[src/rtl/list_walker_pkg.sv]
package list_walker_pkg;

  typedef enum logic [2:0] {
    WK_IDLE,
    WK_REQ,
    WK_WAIT,
    WK_EMIT,
    WK_EXIT,
    WK_FINISH
  } walk_state_t;

  localparam logic TAG_CONTINUE = 1'b1;
  localparam logic TAG_EXIT     = 1'b0;

endpackage

[src/rtl/lw_fifo.sv]
module lw_fifo #(
  parameter int WIDTH = 16,
  parameter int DEPTH = 4
) (
  input  logic             clk,
  input  logic             rst,
  input  logic             push,
  input  logic [WIDTH-1:0] push_data,
  output logic             full,
  output logic             empty,
  output logic             out_valid,
  input  logic             out_ready,
  output logic [WIDTH-1:0] out_data
);
  localparam int PW = (DEPTH > 1) ? $clog2(DEPTH) : 1;
  localparam int CW = $clog2(DEPTH + 1);

  logic [WIDTH-1:0] store [DEPTH];
  logic [PW-1:0]    wr_ptr, rd_ptr;
  logic [CW-1:0]    count;
  logic             do_push, do_pop;

  assign full      = (count == CW'(DEPTH));
  assign empty     = (count == '0);
  assign out_valid = !empty;
  assign out_data  = store[rd_ptr];
  assign do_push   = push && !full;
  assign do_pop    = out_valid && out_ready;

  always_ff @(posedge clk) begin
    if (do_push) store[wr_ptr] <= push_data;
  end

  always_ff @(posedge clk) begin
    if (rst) begin
      wr_ptr <= '0;
      rd_ptr <= '0;
      count  <= '0;
    end else begin
      if (do_push) wr_ptr <= (wr_ptr == PW'(DEPTH - 1)) ? '0 : wr_ptr + 1'b1;
      if (do_pop)  rd_ptr <= (rd_ptr == PW'(DEPTH - 1)) ? '0 : rd_ptr + 1'b1;
      case ({do_push, do_pop})
        2'b10:   count <= count + 1'b1;
        2'b01:   count <= count - 1'b1;
        default: count <= count;
      endcase
    end
  end

endmodule

[src/rtl/lw_walk_ctrl.sv]
module lw_walk_ctrl
  import list_walker_pkg::*;
#(
  parameter int ADDR_W    = 16,
  parameter int NUM_LISTS = 4,
  parameter int HEAD_BASE = 0,
  parameter int NEXT_OFS  = 1
) (
  input  logic              clk,
  input  logic              rst,
  input  logic              start,
  output logic              done,
  output logic              mem_req_valid,
  input  logic              mem_req_ready,
  output logic [ADDR_W-1:0] mem_req_addr,
  input  logic              mem_rsp_valid,
  input  logic [ADDR_W-1:0] mem_rsp_data,
  input  logic              addr_full,
  input  logic              tag_full,
  input  logic              addr_empty,
  input  logic              tag_empty,
  output logic              addr_push,
  output logic [ADDR_W-1:0] addr_push_data,
  output logic              tag_push,
  output logic              tag_push_data
);
  localparam int IDX_W = $clog2(NUM_LISTS + 1);
  localparam logic [IDX_W-1:0]  LAST_IDX = IDX_W'(NUM_LISTS - 1);
  localparam logic [ADDR_W-1:0] BASE_A   = ADDR_W'(HEAD_BASE);
  localparam logic [ADDR_W-1:0] OFS_A    = ADDR_W'(NEXT_OFS);

  walk_state_t       state_q;
  logic [IDX_W-1:0]  idx_q;
  logic [ADDR_W-1:0] ptr_q;
  logic [ADDR_W-1:0] req_addr_q;
  logic              done_q;
  logic              emit_ok, exit_ok;

  assign emit_ok = (state_q == WK_EMIT) && !addr_full && !tag_full;
  assign exit_ok = (state_q == WK_EXIT) && !tag_full;

  assign mem_req_valid  = (state_q == WK_REQ);
  assign mem_req_addr   = req_addr_q;
  assign addr_push      = emit_ok;
  assign addr_push_data = ptr_q;
  assign tag_push       = emit_ok || exit_ok;
  assign tag_push_data  = emit_ok ? TAG_CONTINUE : TAG_EXIT;
  assign done           = done_q;

  always_ff @(posedge clk) begin
    if (rst) begin
      state_q    <= WK_IDLE;
      idx_q      <= '0;
      ptr_q      <= '0;
      req_addr_q <= '0;
      done_q     <= 1'b0;
    end else begin
      done_q <= 1'b0;
      case (state_q)
        WK_IDLE: begin
          if (start) begin
            idx_q      <= '0;
            req_addr_q <= BASE_A;
            state_q    <= WK_REQ;
          end
        end
        WK_REQ: begin
          if (mem_req_ready) state_q <= WK_WAIT;
        end
        WK_WAIT: begin
          if (mem_rsp_valid) begin
            ptr_q   <= mem_rsp_data;
            state_q <= (mem_rsp_data != '0) ? WK_EMIT : WK_EXIT;
          end
        end
        WK_EMIT: begin
          if (emit_ok) begin
            req_addr_q <= ptr_q + OFS_A;
            state_q    <= WK_REQ;
          end
        end
        WK_EXIT: begin
          if (exit_ok) begin
            if (idx_q == LAST_IDX) begin
              state_q <= WK_FINISH;
            end else begin
              idx_q      <= idx_q + 1'b1;
              req_addr_q <= BASE_A + ADDR_W'(idx_q) + ADDR_W'(1);
              state_q    <= WK_REQ;
            end
          end
        end
        WK_FINISH: begin
          if (addr_empty && tag_empty) begin
            done_q  <= 1'b1;
            state_q <= WK_IDLE;
          end
        end
        default: state_q <= WK_IDLE;
      endcase
    end
  end

endmodule

[src/rtl/list_walker.sv]
module list_walker #(
  parameter int ADDR_W     = 16,
  parameter int NUM_LISTS  = 4,
  parameter int HEAD_BASE  = 0,
  parameter int NEXT_OFS   = 1,
  parameter int FIFO_DEPTH = 4
) (
  input  logic              clk,
  input  logic              rst,
  input  logic              start,
  output logic              done,
  output logic              mem_req_valid,
  input  logic              mem_req_ready,
  output logic [ADDR_W-1:0] mem_req_addr,
  input  logic              mem_rsp_valid,
  input  logic [ADDR_W-1:0] mem_rsp_data,
  output logic              addr_valid,
  input  logic              addr_ready,
  output logic [ADDR_W-1:0] addr_data,
  output logic              tag_valid,
  input  logic              tag_ready,
  output logic              tag_data
);
  logic              addr_full, addr_empty, tag_full, tag_empty;
  logic              addr_push, tag_push, tag_push_data;
  logic [ADDR_W-1:0] addr_push_data;

  lw_walk_ctrl #(
    .ADDR_W(ADDR_W), .NUM_LISTS(NUM_LISTS),
    .HEAD_BASE(HEAD_BASE), .NEXT_OFS(NEXT_OFS)
  ) ctrl_i (
    .clk(clk), .rst(rst), .start(start), .done(done),
    .mem_req_valid(mem_req_valid), .mem_req_ready(mem_req_ready),
    .mem_req_addr(mem_req_addr), .mem_rsp_valid(mem_rsp_valid),
    .mem_rsp_data(mem_rsp_data),
    .addr_full(addr_full), .tag_full(tag_full),
    .addr_empty(addr_empty), .tag_empty(tag_empty),
    .addr_push(addr_push), .addr_push_data(addr_push_data),
    .tag_push(tag_push), .tag_push_data(tag_push_data)
  );

  lw_fifo #(.WIDTH(ADDR_W), .DEPTH(FIFO_DEPTH)) addr_q_i (
    .clk(clk), .rst(rst), .push(addr_push), .push_data(addr_push_data),
    .full(addr_full), .empty(addr_empty), .out_valid(addr_valid),
    .out_ready(addr_ready), .out_data(addr_data)
  );

  lw_fifo #(.WIDTH(1), .DEPTH(FIFO_DEPTH)) tag_q_i (
    .clk(clk), .rst(rst), .push(tag_push), .push_data(tag_push_data),
    .full(tag_full), .empty(tag_empty), .out_valid(tag_valid),
    .out_ready(tag_ready), .out_data(tag_data)
  );

endmodule

[config.mk]
export PLATFORM = sky130hd
export DESIGN_NAME = list_walker
export DESIGN_NICKNAME = d
export VERILOG_FILES = /design/src/rtl/list_walker_pkg.sv /design/src/rtl/lw_fifo.sv /design/src/rtl/lw_walk_ctrl.sv /design/src/rtl/list_walker.sv
export SDC_FILE = /design/constraint.sdc
export NUM_CORES = 1
export LEC_CHECK = 0
export ABC_CLOCK_PERIOD_IN_PS = 4100
export BUFFER_PORTS_ARGS = -buffer_cell sky130_fd_sc_hd__clkbuf_2
export CORE_MARGIN = 10
export CORE_UTILIZATION = 30
export CTS_CLUSTER_DIAMETER = 100
export CTS_CLUSTER_SIZE = 10
export DETAILED_ROUTE_END_ITERATION = 12
export MAX_ROUTING_LAYER = met4
export SLEW_MARGIN = 30
export SYNTH_ARGS = -nofsm -noshare
export SYNTH_HDL_FRONTEND = slang
export SYNTH_SLANG_ARGS = --single-unit
[constraint.sdc]
create_clock -name clk -period 4.1 [get_ports clk]
set_input_delay 0.41 -clock clk [delete_from_list [all_inputs] [get_ports clk]]
set_output_delay 0.41 -clock clk [all_outputs]
set_load 0.03 [all_outputs]
==> results of run 1 <==
-- layout by cell type, fill, tap and decap left out, drive strengths merged, types with 6 or more instances in the layout --
master  count
clkbuf     77
edfxtp     68
dfxtp      57
nand2      48
a21oi      36
inv        22
mux4       17
ha         15
nor2       14
o21ai      11
or3        11
nand3      10
a31oi       9
o31ai       9
or4         8
nor2b       7
nor3b       6
xnor2       6
a211oi      6
-- power groups by stage --
stage | clock network, uW | logic [uW] | registers, uW
6_report | 1560 | 897 | 1600
5_1_grt | 1640 | 983 | 1630
4_1_cts | 1580 | 906 | 1610
3_5_place_dp | 0 | 901 | 1630
3_3_place_gp | 0 | 885 | 1620
2_1_floorplan | 0 | 708 | 1570
-- worst min-delay path: cells and delay by family --
| family | cells | cell delay (ps) |
|---|---|---|
| buffers and inverters | 1 | 90 |
| AND/OR/NAND/NOR | 1 | 50 |
| AO/OA/AOI/OAI | 1 | 50 |
-- flip-flops by register name, indices dropped and copies added, names as in the netlist, named ones only --
name	count
addr_q_i.count	3
addr_q_i.rd_ptr	2
addr_q_i.store	64
addr_q_i.wr_ptr	2
ctrl_i.addr_push_data	16
ctrl_i.done	1
ctrl_i.idx_q	3
ctrl_i.mem_req_addr	16
ctrl_i.state_q	3
tag_q_i.count	3
tag_q_i.rd_ptr	2
tag_q_i.store	4
tag_q_i.wr_ptr	2
-- logic make-up after synthesis --
logic type / synth area share
AND/OR/NAND/NOR: 0.1389
adder cells (fa/ha/maj): 0.04179
AO/OA/AOI/OAI: 0.1148
flip-flops: 0.5842
multiplexers: 0.07394
XOR/XNOR: 0.01607
buffers and inverters: 0.03031
-- routing by layer --
metal	global-route usage	wire [um]	vias to the layer above
met5	-	0	-
met4	0.03689	142	0
met3	0.03023	656	12
met2	0.1824	6446	99
met1	0.1451	6172	1872
li1	-	-	1811
-- final cells by class --
class | count | share of cell area
repair buffers | 60 | 0.04664
well taps | 229 | 0.04377
flip-flops and latches | 125 | 0.4864
multi-input cells | 282 | 0.3209
clock inverters | 14 | 0.02752
inverters | 16 | 0.009174
clock buffers | 18 | 0.06556
-- path summary, 6_finish.rpt --
path                               start                  endpoint  slack [ps]  depth (start not counted)
setup reg to reg        tag_q_i.count[2]          tag_q_i.count[2]         990                         10
hold reg to reg   ctrl_i.mem_req_addr[8]    ctrl_i.mem_req_addr[8]         480                          2
setup / recovery        tag_q_i.count[2]          tag_q_i.count[2]         990                         10
hold / removal           mem_rsp_data[0]  ctrl_i.addr_push_data[0]         230                          3
-- through the flow --
stage	hold slack, ps	worst slack, ps	util	instance area [um2]
floorplan	454.1	1452	-	5449
global placement	457.8	1154	0.3314	5933
detailed placement	464.6	1047	0.3316	5937
CTS	225.2	1025	0.3657	6546
global route	234.3	871.5	0.3657	6546
finish	233.4	989.5	0.3657	6546
==> flow_summary.ini, run 1 <==
[run_status]
run_status = finished clean

[cts]
cts_buffers = 17
cts_root_buffer = clkbuf_16
cts_resized = 0
cts_sinks = 125
cts_tree = built
post_cts_buffers = 0
clk_pin_slew_ps = 60
cts_htree_levels = 4
clockBufferDepth = 2
ctsHoldBuffers = 0
clk_latency_ps = 410

[sta]
setup_viol = 0
hold_violations = 0
tightest_slew_ps = 882.6
min_period_ps = 3111
tns_ps = 0
fin_skew_ps = 7.481
fmax_mhz = 321.5
finalMaxSlewViolations = 0
fin_crit_sh = 0.7587
rsz0062_at_grt = false
relSlewSlack = 0.4116

[routing]
ant_nets = 0
drtIter0Drc = 248
via_count = 3794
drt-wirelength-per-cell_um = 18.03
via_per_inst = 5.099
drc_errors = 0
wl_mm = 13.42
drtPass1Iterations = 5

[logic_synthesis]
yosys-top-cells-count = edfxtp_1 (68), dfxtp_1 (57), nand2_1 (48)
synth-seq-cells = 125
synth-edff-count = 68
seq_area_frac_synth = 0.5842
syn_inst = 447
synthDistinctLibCells = 55
synth_area_per_cell_um2 = 12.19
async_flop_share = 0
syn_nets = 487
synth.top_cells.by_area = edfxtp_1 (37%), dfxtp_1 (21%), mux4_2 (7.0%)
syn_area_um2 = 5449
yosysWarnings = 0
synth_top_area_share = 0.3747
yosysTopAreaCell = edfxtp_1
yosys.cell_count.top_type = edfxtp_1
dominantRegCellSynth = edfxtp_1

[global_routing]
grt_pass1_vias = 3838
antenna_found_initial = 0
overflow = 0
grt_pass1_wl_mm = 21.36
grt_usage = 0.1168
grt_start_max_net_pins = 58

[floorplanning]
initial_utilization = 0.3044
die-area_um2 = 23950
die_w_um = 154.8
core_um2 = 17900
die_h_um = 154.8
core.rowCount = 49
io_pins = 60

[finish]
multi_input_area_um2 = 2101
fin_cells = 744
nFillCells = 1757
final_nets = 542
num_antenna_cells = 0
synthToLayoutAreaGrowth_pct = 20.14
regArea_um2 = 3184
drive_gt1_frac = 0.2272

[pwr]
swShare = 0.3261
power_switching_uw = 1323
p_seq_frac = 0.395
p_per_area_nw_per_um2 = 619.9
p_leak_uw = 0.002280
internal-power_uw = 2735
irDropWorstVdd_v = 0.0003050
pwr-share-comb = 0.221
p_total_uw = 4058
p_clk_frac = 0.384

[worst_setup_path]
worstSetupEndpointType = register
worst_path_most_repeated_cell = inv_1
cp_max_fo = 15
critPathBufInv = 2
cp.required_ps = 4440
slowest_stage = nor3b_1
cp_top_family = simple AND/OR/NAND/NOR gates
crit_chain = nor3b_1 > or3_4 > inv_1 > nor2_1 > ha_1 > inv_1 > fa_1 > xor2_1 > or3_1 > a21oi_1
crit_arrival_ps = 3450
slowest_delay_ps = 580
start_kind = register
critPathKind = reg -> reg

[place]
gp_congestion = 0.8456
dp_hpwl_mm = 9.351
numPortBuffers = 59
placed_cells = 712

[run]
cap_violations = 0

[worst_hold_path]
hp-class = in -> reg
No activity file was read; power rests on OpenSTA's default activity.
==> run 2: changes to the inputs <==
- ABC_CLOCK_PERIOD_IN_PS: 4100 -> 3200
- clock period: 4.1 -> 3.2 ns (I/O delays scaled with it)
==> run 2 against run 1 <==
- total power rose by 21%
- critical endpoint unchanged
- global-route usage is 0.072 points lower
- die area stayed put
- count of clock-buffer cells in the layout rose by 1
- combinational power rose by 35%
- design area shrank 0.50%
- non-clock buffer count rose by 7
- register-to-register slack worse by 680 ps
- cell count grew 0.94%
- via count increased by 1.3%
- core utilization is 0.18 points lower
==> flow_summary.ini, run 2 (synthesis gave the netlist of run 1 again) <==
[worst_setup_path]
critPathKind = reg -> reg
worstSetupEndpointType = register
cp_max_fo = 15
crit_arrival_ps = 3210
cp.required_ps = 3520
start_kind = register

[place]
gp_congestion = 0.8844
dp_hpwl_mm = 9.447
post-place-ws_ps = 383.6
placed_area_um2 = 5988
numPortBuffers = 59

[finish]
final_nets = 549
largest-register = addr_q_i.store
synthToLayoutAreaGrowth_pct = 19.54
mostFrequentLayoutCell = edfxtp_1
most-common-layout-cells = edfxtp_1 (68), clkbuf_2 (58), dfxtp_1 (57)
drive_gt1_frac = 0.2299
fin_area_um2 = 6514
num_antenna_cells = 0
largest_reg_flops = 64

[floorplanning]
die_w_um = 154.8
die_h_um = 154.8
die-area_um2 = 23950
core_um2 = 17900
core.rowCount = 49
initial_utilization = 0.3044
io_pins = 60

[routing]
drtPass1Iterations = 6
drc_errors = 0
drtIter0Drc = 378
ant_nets = 0
via_count = 3842
wl_mm = 13.38
via_per_inst = 5.116
drt-wirelength-per-cell_um = 17.82

[sta]
setup_viol = 0
fmax_mhz = 346.4
fin_skew_ps = 6.964
finalMaxSlewViolations = 0
fin_ws_ps = 312.9
hold_violations = 0
fin_crit_sh = 0.9022
tightest_slew_ps = 825.6
tns_ps = 0
rsz0062_at_grt = false
relSlewSlack = 0.4488
min_period_ps = 2887

[global_routing]
grt_pass1_vias = 3840
overflow = 0
grt_start_max_net_pins = 58
grt_pass1_wl_mm = 21.23
grt_usage = 0.1160
antenna_found_initial = 0

[pwr]
p_per_area_nw_per_um2 = 755.3
power_switching_uw = 1653
p_clk_frac = 0.345
internal-power_uw = 3267
irDropWorstVdd_v = 0.0004421
p_seq_frac = 0.410
swShare = 0.3360
p_leak_uw = 0.002269
pwr-share-comb = 0.245

[cts]
cts_tree = built
clk_latency_ps = 400
cts_sinks = 125
post_cts_buffers = 0
clockBufferDepth = 2
cts_htree_levels = 4
cts_root_buffer = clkbuf_16
cts_resized = 0
cts_buffers = 17
clk_pin_slew_ps = 60
ctsHoldBuffers = 0

[run_status]
run_status = finished clean

[worst_hold_path]
hp-class = in -> reg

[run]
cap_violations = 0
==> run 2: layout make-up <==
| class | instances | area, um2 |
|---|---|---|
| fill | 1748 | 11390 |
| sequential | 125 | 3183 |
| multi-input combinational | 282 | 2101 |
| clock buffer | 19 | 432.9 |
| timing repair buffer | 67 | 357.8 |
| tap | 229 | 286.5 |
| clock inverter | 13 | 92.59 |
| inverter | 16 | 60.06 |
==> run 2: power groups by stage <==
| stage | sequential, uW | clock (uW) | combinational (uW) |
|---|---|---|---|
| after CTS | 2010 | 1720 | 1220 |
| after detailed placement | 2050 | 0 | 1210 |
| after global routing | 2040 | 1810 | 1320 |
| after floorplan | 2010 | 0 | 907 |
| after global placement | 2030 | 0 | 1180 |
| final | 2010 | 1700 | 1210 |
==> run 2: layer usage <==
layer,vias to the layer above,track usage,share of wire
li1,1822,-,-
met1,1876,0.1448,0.45
met2,136,0.1799,0.48
met3,8,0.03356,0.067
met4,0,0.03239,0.0074
met5,-,-,0
==> run 2: final timing paths <==
| kind | cells after the start | slack [ps] | to | from |
|---|---|---|---|---|
| worst min-delay path | 3 | 150 | ctrl_i.addr_push_data[1] | mem_rsp_data[1] |
| worst min register to register | 2 | 480 | ctrl_i.mem_req_addr[7] | ctrl_i.mem_req_addr[7] |
| worst max-delay path | 10 | 310 | tag_q_i.count[2] | addr_q_i.count[0] |
| worst max register to register | 10 | 310 | tag_q_i.count[2] | addr_q_i.count[0] |
==> run 2: worst max-delay path: stages (launching register included) <==
cell and delay (ps):
dfxtp_1 350, nor3b_1 420, or3_4 300, inv_1 70, nor2_1 290, ha_1 250, inv_1 70, fa_1 430
xor2_1 160, or3_1 300, a21oi_1 160
==> run 2: metrics by stage <==
step,util,instances,power (uW),hold WS [ps]
after floorplan,-,447,2922,454.1
after global placement,0.3344,719,3210,458.3
after detailed placement,0.3345,719,3257,458.8
after CTS,0.3639,751,4959,139.9
after global routing,0.3639,751,5168,147.1
final,0.3639,751,4920,149.7
